## src/rtl/sleep_pkg.sv

```systemverilog
package sleep_pkg;
   localparam int MODE_W  = 3;
   localparam int WAKE_N  = 5;

   localparam logic [MODE_W-1:0] MODE_IDLE  = 3'd0;
   localparam logic [MODE_W-1:0] MODE_PDOWN = 3'd2;
   localparam logic [MODE_W-1:0] MODE_PSAVE = 3'd3;
   localparam logic [MODE_W-1:0] MODE_STBY  = 3'd6;
   localparam logic [MODE_W-1:0] MODE_XSTBY = 3'd7;

   // wake source classes, index = priority (lowest wins)
   localparam int SRC_PORT = 0;
   localparam int SRC_TWI  = 1;
   localparam int SRC_OVF  = 2;
   localparam int SRC_CMP  = 3;
   localparam int SRC_ANY  = 4;

   typedef enum logic [1:0] {
      ST_ACTIVE = 2'd0,
      ST_SLEEP  = 2'd1,
      ST_WARM   = 2'd2
   } pm_state_t;

   typedef struct packed {
      logic cpu;
      logic nvm;
      logic per;
      logic rtc;
      logic sys_osc;
      logic rtc_osc;
   } dom_t;
endpackage

```

## src/rtl/sleep_mode_decode.sv

```systemverilog
module sleep_mode_decode
   import sleep_pkg::*;
(
   input  logic [MODE_W-1:0] mode,
   input  logic              rtc_enable,
   output dom_t              prof,
   output logic [WAKE_N-1:0] wake_mask,
   output logic              fast
);
   localparam logic [WAKE_N-1:0] ASYNC_MASK = (WAKE_N'(1) << SRC_PORT) | (WAKE_N'(1) << SRC_TWI);
   localparam logic [WAKE_N-1:0] RTC_MASK   = ASYNC_MASK | (WAKE_N'(1) << SRC_OVF) | (WAKE_N'(1) << SRC_CMP);

   always_comb begin
      prof      = '0;
      wake_mask = '1;
      fast      = 1'b1;
      case (mode)
         MODE_PDOWN: begin
            wake_mask = ASYNC_MASK;
            fast      = 1'b0;
         end
         MODE_PSAVE: begin
            prof.rtc     = rtc_enable;
            prof.rtc_osc = rtc_enable;
            wake_mask    = RTC_MASK;
            fast         = 1'b0;
         end
         MODE_STBY: begin
            prof.sys_osc = 1'b1;
            wake_mask    = ASYNC_MASK;
         end
         MODE_XSTBY: begin
            prof.sys_osc = 1'b1;
            prof.rtc     = rtc_enable;
            prof.rtc_osc = rtc_enable;
            wake_mask    = RTC_MASK;
         end
         default: begin // Idle and reserved codes
            prof.per     = 1'b1;
            prof.sys_osc = 1'b1;
            prof.rtc     = rtc_enable;
            prof.rtc_osc = rtc_enable;
         end
      endcase
   end

   always_comb begin
      if (!fast) assert_slow_stops_osc_R9: assert (!prof.sys_osc && !prof.per);
   end
endmodule

```

## src/rtl/sleep_wake_select.sv

```systemverilog
module sleep_wake_select #(
   parameter int N = 5
) (
   input  logic [N-1:0] req,
   output logic [N-1:0] sel,
   output logic         any
);
   logic [N:0] below;

   assign below[0] = 1'b0;
   generate
      for (genvar i = 0; i < N; i++) begin : g_pri
         assign sel[i]     = req[i] & ~below[i];
         assign below[i+1] = below[i] | req[i];
      end
   endgenerate
   assign any = below[N];

   always_comb begin
      assert_sel_onehot_R11: assert (any ? ($countones(sel) == 1) : (sel == '0));
   end
endmodule

```

## src/rtl/sleep_osc_timer.sv

```systemverilog
module sleep_osc_timer #(
   parameter int CYCLES = 16
) (
   input  logic clk,
   input  logic rst_n,
   input  logic start,
   output logic done
);
   localparam int CNT_W = (CYCLES > 1) ? $clog2(CYCLES) : 1;
   localparam logic [CNT_W-1:0] LOAD = CNT_W'(CYCLES - 1);

   generate
      if (CYCLES < 1) begin : g_bad
         $error("sleep_osc_timer: CYCLES must be at least 1");
      end
   endgenerate

   logic [CNT_W-1:0] cnt_q;
   logic             busy_q;

   assign done = busy_q && (cnt_q == '0);

   always_ff @(posedge clk) begin
      if (!rst_n) begin
         cnt_q  <= '0;
         busy_q <= 1'b0;
      end else if (start) begin
         cnt_q  <= LOAD;
         busy_q <= 1'b1;
      end else if (busy_q) begin
         if (cnt_q == '0) busy_q <= 1'b0;
         else             cnt_q  <= cnt_q - 1'b1;
      end
   end

   assert_cnt_bound_R9: assert property (@(posedge clk) disable iff (!rst_n)
      busy_q |-> (cnt_q <= LOAD));
   assert_done_ends_R9: assert property (@(posedge clk) disable iff (!rst_n)
      (done && !start) |=> !busy_q);
endmodule

```

## src/rtl/sleep_clk_ctrl.sv

```systemverilog
module sleep_clk_ctrl
   import sleep_pkg::*;
#(
   parameter int OSC_READY_CYCLES = 16
) (
   input  logic              clk,
   input  logic              rst_n,
   input  logic [2:0]        mode_sel,
   input  logic              sleep_en,
   input  logic              sleep_strobe,
   input  logic              rtc_enable,
   input  logic [4:0]        irq,
   output logic              cpu_clk_en,
   output logic              nvm_clk_en,
   output logic              per_clk_en,
   output logic              rtc_clk_en,
   output logic              sys_osc_en,
   output logic              rtc_osc_en,
   output logic              asleep,
   output logic              wake_pulse,
   output logic [4:0]        wake_src
);
   generate
      if (MODE_W != 3 || WAKE_N != 5) begin : g_bad_pkg
         $error("sleep_clk_ctrl: port widths do not match package");
      end
   endgenerate

   pm_state_t         state_q;
   logic [MODE_W-1:0] mode_q;
   dom_t              prof;
   dom_t              dom;
   logic [WAKE_N-1:0] wake_mask;
   logic [WAKE_N-1:0] win_sel;
   logic              win_any;
   logic              fast;
   logic              timer_start;
   logic              timer_done;
   logic              wake_now;

   sleep_mode_decode u_dec (
      .mode       (mode_q),
      .rtc_enable (rtc_enable),
      .prof       (prof),
      .wake_mask  (wake_mask),
      .fast       (fast)
   );

   sleep_wake_select #(.N(WAKE_N)) u_sel (
      .req (irq & wake_mask),
      .sel (win_sel),
      .any (win_any)
   );

   assign wake_now    = (state_q == ST_SLEEP) && win_any;
   assign timer_start = wake_now && !fast;

   sleep_osc_timer #(.CYCLES(OSC_READY_CYCLES)) u_tmr (
      .clk   (clk),
      .rst_n (rst_n),
      .start (timer_start),
      .done  (timer_done)
   );

   always_ff @(posedge clk) begin
      if (!rst_n) begin
         state_q    <= ST_ACTIVE;
         mode_q     <= MODE_IDLE;
         wake_pulse <= 1'b0;
         wake_src   <= '0;
      end else begin
         wake_pulse <= 1'b0;
         wake_src   <= '0;
         case (state_q)
            ST_ACTIVE: if (sleep_strobe && sleep_en) begin
               state_q <= ST_SLEEP;
               mode_q  <= mode_sel;
            end
            ST_SLEEP: if (win_any) begin
               wake_pulse <= 1'b1;
               wake_src   <= win_sel;
               state_q    <= fast ? ST_ACTIVE : ST_WARM;
            end
            ST_WARM: if (timer_done) state_q <= ST_ACTIVE;
            default: state_q <= ST_ACTIVE;
         endcase
      end
   end

   always_comb begin
      case (state_q)
         ST_SLEEP: dom = prof;
         ST_WARM: begin
            dom         = prof;
            dom.sys_osc = 1'b1;
         end
         default: dom = '{cpu: 1'b1, nvm: 1'b1, per: 1'b1, rtc: rtc_enable,
                          sys_osc: 1'b1, rtc_osc: rtc_enable};
      endcase
   end

   assign cpu_clk_en = dom.cpu;
   assign nvm_clk_en = dom.nvm;
   assign per_clk_en = dom.per;
   assign rtc_clk_en = dom.rtc;
   assign sys_osc_en = dom.sys_osc;
   assign rtc_osc_en = dom.rtc_osc;
   assign asleep     = (state_q != ST_ACTIVE);

   assert_strobe_ignored_R2: assert property (@(posedge clk) disable iff (!rst_n)
      (!asleep && sleep_strobe && !sleep_en) |=> (!asleep && cpu_clk_en));
   assert_enter_R2: assert property (@(posedge clk) disable iff (!rst_n)
      (!asleep && sleep_strobe && sleep_en) |=> (asleep && !cpu_clk_en));
   assert_fast_wake_R10: assert property (@(posedge clk) disable iff (!rst_n)
      (wake_pulse && fast) |-> (cpu_clk_en && per_clk_en && !asleep));
   assert_slow_wake_R9: assert property (@(posedge clk) disable iff (!rst_n)
      (wake_pulse && !fast) |-> (!cpu_clk_en && sys_osc_en));
   assert_pulse_single_R11: assert property (@(posedge clk) disable iff (!rst_n)
      wake_pulse |=> !wake_pulse);
   assert_src_idle_R11: assert property (@(posedge clk) disable iff (!rst_n)
      !wake_pulse |-> (wake_src == '0));
   assert_ignore_R12: assert property (@(posedge clk) disable iff (!rst_n)
      (asleep && !cpu_clk_en && ((irq & wake_mask) == '0) && !timer_done)
      |=> (asleep && $stable(wake_mask)));
endmodule

```

## config.mk

```make
export PLATFORM = sky130hd
export DESIGN_NAME = sleep_clk_ctrl
export DESIGN_NICKNAME = d
export VERILOG_FILES = /design/src/rtl/sleep_pkg.sv /design/src/rtl/sleep_mode_decode.sv /design/src/rtl/sleep_wake_select.sv /design/src/rtl/sleep_osc_timer.sv /design/src/rtl/sleep_clk_ctrl.sv
export SDC_FILE = /design/constraint.sdc
export NUM_CORES = 1
export LEC_CHECK = 0
export BUFFER_PORTS_ARGS = -buffer_cell sky130_fd_sc_hd__buf_2
export CORE_ASPECT_RATIO = 1.25
export CORE_UTILIZATION = 30
export DETAILED_ROUTE_END_ITERATION = 6
export GPL_TIMING_DRIVEN = 0
export PLACE_DENSITY_LB_ADDON = 0.15
export SLEW_MARGIN = 10
export SYNTH_ARGS = -nofsm -noshare
export SYNTH_HDL_FRONTEND = slang
export SYNTH_SLANG_ARGS = --single-unit
```

## constraint.sdc

```tcl
create_clock -name clk -period 5.1 [get_ports clk]
set_clock_uncertainty 0.2 [all_clocks]
set_input_delay 0.255 -clock clk [delete_from_list [all_inputs] [get_ports clk]]
set_output_delay 0.255 -clock clk [all_outputs]
set_load 0.02 [all_outputs]
```

==> key figures, run 1 <==
Yosys
  – Synth Area in XOR/XNOR: 0.0110
  – Synth cell types: 31
  – FFs w/ async S/R, synth: 0
  – Post-Syn Area: 798 um^2
  – Syn_area_per_cell: 9.39 um^2
  – Top-area cell type share of the netlist area: 0.401
  – Synth area leader: dfxtp_1
  – Adder-Cell Fraction of Synth Area: 0.0627
  – Simple logic cell fraction of the synthesized area: 0.237
  – Number of synthesized flops with an enable pin: 0
  – Mux cell area share after synthesis: 0.0643
  – Synth Area in Compound Gates: 0.158
  – Syn. warnings: 0
  – Post-synthesis register bit count: 16
  – Most area-consuming cells after synthesis: dfxtp_1, ha_1, mux2i_1
  – Gate Count Post-Synth: 85
  – Synth Net Count: 102
  – Register area share after synthesis: 0.401
  – Primary FF master, synth: dfxtp_1
  – Largest family of logic cells by synthesized area: simple AND/OR/NAND/NOR gates

Detailed routing
  – DR WL/cell: 10.9 um
  – DRC: 0
  – Total wire length: 1610 um
  – Initial DRC Count: 11
  – Drt first pass iters: 2
  – Drt via density: 4.49
  – Via Count: 665
  – Post-route ant nets: 0

Floorplanning
  – Die height: 59.7 um
  – Core Area: 0.00248 mm^2
  – I/O pin cnt: 26
  – Die ar.: 0.00287 mm^2
  – Die Span X: 48.1 um
  – Row Count: 20
  – Initial Util: 0.322

Run status
  – Status: finished clean

Finish
  – Layout net count: 133
  – Post-route insts no fill: 148
  – Ant. Diodes: 0
  – Layout overhead on the synthesized area: 26.6%
  – Cell area after layout: 0.00101 mm^2
  – Share of layout cells above drive strength 1: 0.322
  – Final Util: 0.408

STA
  – Setup tns final: 0 ns
  – Measured slew at the worst slew-check pin: 0.343 ns
  – Hold Fails Final Rpt: 0
  – Unrepaired setup endpoints after global routing: false
  – Setup violators final: 0
  – Max-slew headroom: 0.771
  – Clock period minus worst slack: 2.10 ns
  – Fmax achieved: 476 MHz
  – Pins Over Slew Limit: 0
  – Hold Slack: 0.0244 ns
  – Final worst slack: 3.00 ns
  – Fin crit share: 0.412

Power and ir drop
  – Int Power: 0.216 mW
  – Share of power burned in registers: 0.431
  – LEAKAGE: 0.460 nW
  – Total power: 0.316 mW
  – VDD IR max: 0.142 mV
  – Comb pwr share: 0.300
  – Clock Power Share: 0.270
  – Switching part of the total: 0.318
  – Psw: 0.101 mW
  – Pwr/cell area: 313 mW/mm^2

Clock tree
  – Clock root cell: clkbuf_4
  – Later-pin clock latency in the skew report: 0.29 ns
  – TritonCTS Buffers: 3
  – H-tree depth: 1
  – CTS sink cnt: 16
  – Clk buf depth: 2
  – CTS tree: yes
  – Clock transition at path regs: 0.10 ns

Setup path
  – Crit Path Max Fanout: 4
  – WP buf/inv: 3
  – Top delay family on crit path: flip-flops
  – CP max stage delay: 0.37 ns
  – CP required: 4.64 ns
  – Slowest CP cell: dfxtp_1
  – WP data arrival: 1.65 ns
  – Worst-path cell chain: inv_1 -> ha_1 -> nor2_1 -> o21ai_0 -> and2_1 -> buf_4 -> buf_2
  – Critical Path End Type: output port
  – Crit Path Category: flip-flop to output port
  – Crit path launch type: flip-flop

Place
  – Pre-CTS setup slack: 3.16 ns
  – Buffers on Ports: 25
  – Hpwl dp: 1300 um
  – Cell Area, Placed: 965 um^2
  – Placed cells: 143
  – GP Congestion: 0.696

GRT
  – Total global-route track usage: 0.127
  – Vias in the first global route: 593
  – Initial antenna violation count: 0
  – First-pass GRT wire length: 2560 um
  – Grt ovf: 0
  – Pin count of the biggest net entering global routing: 11

Min path
  – Hold crit path type: input pin to flip-flop

Run
  – Max-cap viol count: 0
[layer usage]
layer,wire length (um),share of wire,GRT usage,vias up
met5,0,0,0,-
met3,72,0.045,0.0181,2
met4,12,0.0074,0.0714,0
met2,779,0.48,0.197,15
li1,-,-,-,352
met1,746,0.46,0.164,296
[cells in the mapped netlist (2+ instances only)]
library cell,count
nor2b_1,5
mux2i_1,4
buf_4,2
and4_1,3
or3b_4,2
ha_1,4
nand2_1,8
nor2_1,3
and2_1,2
clkbuf_1,2
a21boi_1,5
a21oi_1,2
inv_1,8
dfxtp_1,16
o21ai_0,2
nand2b_1,2
[power by group through the flow]
| stage | Sequential, mW | Clock [mW] | Combinational, mW |
|---|---|---|---|
| finish | 0.136 | 0.0854 | 0.0949 |
| CTS | 0.137 | 0.0883 | 0.0956 |
| global route | 0.137 | 0.0946 | 0.104 |
| detailed placement | 0.139 | 0 | 0.0947 |
| global placement | 0.139 | 0 | 0.0943 |
| floorplan | 0.141 | 0 | 0.0634 |
[registers in the layout, summed over array words and instances, names as in the netlist]
name and count:
wake_src 5, u_tmr.cnt_q 4, mode_q 3, state_q 2, u_tmr.busy_q 1, wake_pulse 1
[layout by cell type (no fill, tap or decap), types with 2 or more instances in the layout]
master | synthesis | layout
buf_2 | 0 | 25
dfxtp_1 | 16 | 16
inv_1 | 8 | 8
nand2_1 | 8 | 8
nor2b_1 | 5 | 5
a21boi_1 | 5 | 5
mux2i_1 | 4 | 4
ha_1 | 4 | 4
nor2_1 | 3 | 3
and4_1 | 3 | 3
clkbuf_4 | 0 | 3
nand2b_1 | 2 | 2
o21ai_0 | 2 | 2
and2_1 | 2 | 2
or3b_4 | 2 | 2
a21oi_1 | 2 | 2
clkbuf_1 | 2 | 2
buf_4 | 2 | 2
[final timing paths]
| path | startpoint | end | slack, ns | cells past startpoint |
|---|---|---|---|---|
| max | state_q[1] | rtc_osc_en | 3.00 | 7 |
| min | mode_sel[2] | mode_q[2] | 0.02 | 3 |
| max reg2reg | u_tmr.cnt_q[0] | state_q[0] | 3.13 | 6 |
| min reg2reg | state_q[0] | state_q[0] | 0.29 | 2 |
[area by class of cell]
| class | count | area [um^2] |
|---|---|---|
| clock buffers | 4 | 36.3 |
| repair buffers | 26 | 135 |
| well taps | 33 | 41.3 |
| inverters | 8 | 30.0 |
| fillers | 255 | 1470 |
| flip-flops and latches | 16 | 320 |
| plain buffers | 4 | 22.5 |
| multi-input cells | 57 | 425 |
[repair_timing]
action	4_1_cts	5_1_grt
hold buffers	1	0
hold endpoints to repair	1	0
gates resized for setup	0	0
endpoints found under the setup margin	0	0
setup buffers	0	0
[kinds of logic (layout without fill, tap and decap cells)]
kind of cell	Yosys count	count (layout)
AOI/OAI and AO/OA	16	16
xor gates and xnor gates	1	1
adders and majority gates	4	4
buffers and inverters	12	42
DFF	16	16
muxes	5	5
and+or+nand+nor	31	31
[worst reg2reg max path, cell delays in order (launching register included)]
cell	delay, ns
dfxtp_1	0.33
inv_1	0.09
ha_1	0.20
or3b_4	0.40
a221oi_2	0.32
o21a_2	0.21
mux2i_1	0.17
No activity file was read; power rests on OpenSTA's default activity.
==> run 2, diff against run 1 <==
clock period = 1.7 ns   (was 5.1 ns; I/O delays follow)
==> run 2 against run 1 <==
  * The flow now finishes with violations (negative setup slack)
  * Global-route usage rose by 1.5 points
  * Critical path depth unchanged
  * Clock-buffer cell count unchanged
  * Via count is 12% higher
  * Final cell count increased by 11%
  * First-iteration DRC count is 18% lower
  * Critical endpoint is now u_tmr.cnt_q[1]
==> key figures, run 2 (synthesis gave the netlist of run 1 again) <==
Floorplanning
  – Die Span X: 48.1 um
  – Core Area: 0.00248 mm^2
  – I/O pin cnt: 26
  – Die ar.: 0.00287 mm^2
  – Die height: 59.7 um
  – Initial Util: 0.322
  – Row Count: 20

Run
  – Max-cap viol count: 0

Power and ir drop
  – VDD IR max: 0.424 mV
  – LEAKAGE: 0.575 nW
  – Pwr/cell area: 837 mW/mm^2

Setup path
  – Reg2reg setup slack: -0.17 ns
  – Top delay family on crit path: simple AND/OR/NAND/NOR gates
  – Critical Path End Type: flip-flop
  – Worst-path cell chain: inv_2 -> ha_4 -> or3b_4 -> buf_4 -> nand2_4 -> mux2_2 -> a21boi_1
  – Slowest CP cell: or3b_4
  – Worst reg2reg path startpoint: u_tmr.cnt_q[1]
  – WP data arrival: 1.89 ns
  – R2R cell count: 7
  – CP max stage delay: 0.39 ns
  – Crit Path Max Fanout: 3
  – CP required: 1.72 ns
  – Crit path launch type: flip-flop
  – WP buf/inv: 2
  – Crit Path Category: flip-flop to flip-flop
  – FF-to-FF End: u_tmr.cnt_q[1]

Finish
  – Max reg flops: 5
  – Footprint of the multi-input gates: 523 um^2
  – Layout overhead on the synthesized area: 61.1%
  – Layout net count: 149
  – Most frequent cells in the layout: buf_2, dfxtp_1, buf_4
  – # fillers: 237
  – Ant. Diodes: 0
  – Sequential Area: 329 um^2
  – Final Util: 0.519
  – Biggest regs: wake_src: 5 flops, u_tmr.cnt_q: 4 flops, mode_q: 3 flops
  – Most common cell after layout, fill and taps aside: buf_2
  – Biggest register: wake_src
  – Share of layout cells above drive strength 1: 0.511

STA
  – Max-slew headroom: 0.705
  – Final worst slack: -0.168 ns
  – Measured slew at the worst slew-check pin: 0.442 ns
  – Fin crit share: 1.10
  – Unrepaired setup endpoints after global routing: true
  – Pins Over Slew Limit: 0
  – Setup tns final: -0.535 ns
  – Fmax achieved: 535 MHz
  – Clock period minus worst slack: 1.87 ns
  – Hold Fails Final Rpt: 0
  – Setup violators final: 6

GRT
  – Pin count of the biggest net entering global routing: 11
  – Initial antenna violation count: 0
  – Vias in the first global route: 672
  – Total global-route track usage: 0.142
  – First-pass GRT wire length: 2840 um
  – Grt ovf: 0

Detailed routing
  – Drt via density: 4.55
  – Drt first pass iters: 3
  – Post-route ant nets: 0
  – Total wire length: 1870 um
  – Initial DRC Count: 9
  – Via Count: 746
  – DR WL/cell: 11.4 um
  – DRC: 0

Clock tree
  – CTS sink cnt: 16
  – Later-pin clock latency in the skew report: 0.28 ns
  – Clock root cell: clkbuf_4
  – H-tree depth: 1
  – Clk buf depth: 2
  – Clock transition at path regs: 0.10 ns
  – CTS tree: yes
  – TritonCTS Buffers: 3

Place
  – Pre-CTS setup slack: -0.181 ns
  – Hpwl dp: 1270 um
  – GP Congestion: 0.694
  – Buffers on Ports: 25

Min path
  – WHS Endpoint: mode_q[0]
  – Hold path startpoint: sleep_strobe
  – Hold depth: 4
  – Hold crit path type: input pin to flip-flop

Run status
  – Status: finished with violations
  – Failing checks: negative setup slack
## run 2: cell count changes in the layout (fill, tap and decap cells not counted), moves of 3 or more
cell / previous run / this run
inv_2: 0 / 4
buf_4: 2 / 10
dfxtp_1: 16 / 11
inv_1: 8 / 3
buf_6: 0 / 4
ha_4: 0 / 4
buf_2: 25 / 22
dlygate4sd3_1: 1 / 9
dfxtp_2: 0 / 4
ha_1: 4 / 0
## run 2: worst register-to-register path, delay by kind of cell, from the launching register on
kind	cells	cell delay [ns]
AOI/OAI and AO/OA	1	0.13
adders and majority gates	1	0.13
buffers and inverters	2	0.22
DFF	1	0.34
muxes	1	0.32
and+or+nand+nor	2	0.45
## run 2: where the power goes
group	switching, mW	internal (mW)
sequential	0.0198	0.400
combinational	0.199	0.203
clock	0.125	0.130
## run 2: worst max-delay path by stage
stage	startpoint	endpoint	slack, ns	cells after the start
6_report	u_tmr.cnt_q[1]	u_tmr.cnt_q[1]	-0.17	7
5_1_grt	u_tmr.cnt_q[1]	state_q[0]	-0.24	6
4_1_cts	u_tmr.cnt_q[0]	state_q[0]	-0.18	6
3_5_place_dp	u_tmr.cnt_q[1]	state_q[0]	-0.18	6
3_3_place_gp	u_tmr.cnt_q[1]	state_q[0]	-0.15	6
2_1_floorplan	u_tmr.cnt_q[1]	state_q[0]	-0.06	6
## run 2: what timing repair did
action | in CTS | in global routing
buffers inserted | 3 | 6
resized for setup | 24 | 12
pin swaps | 6 | 9
setup endpoints to repair | 7 | 11
hold buffers | 9 | 0
endpoints found under the hold margin | 10 | 0
## run 2: layout make-up
cell class	count	area share
plain buffers	3	0.0146
flip-flops and latches	16	0.256
inverters	8	0.0253
clock buffers	4	0.0282
multi-input cells	57	0.407
repair buffers	43	0.237
well taps	33	0.0321
## run 2: through the flow
step	area, um^2	instances	hold slack (ns)	power, mW
2_1_floorplan	801	85	0.00671	0.614
3_3_place_gp	967	143	0.112	0.700
5_1_grt	1290	164	0.122	1.14
6_report	1290	164	0.0774	1.08
4_1_cts	1190	159	0.0805	1.05
3_5_place_dp	967	143	0.122	0.704
## run 2: routing by layer
metal  global-route usage  vias up  share of wire
met5                    0        -              0
met4               0.0714        0          0.011
met3               0.0181        2          0.029
met2                0.236       17           0.53
met1                0.175      344           0.43
li1                     -      383              -
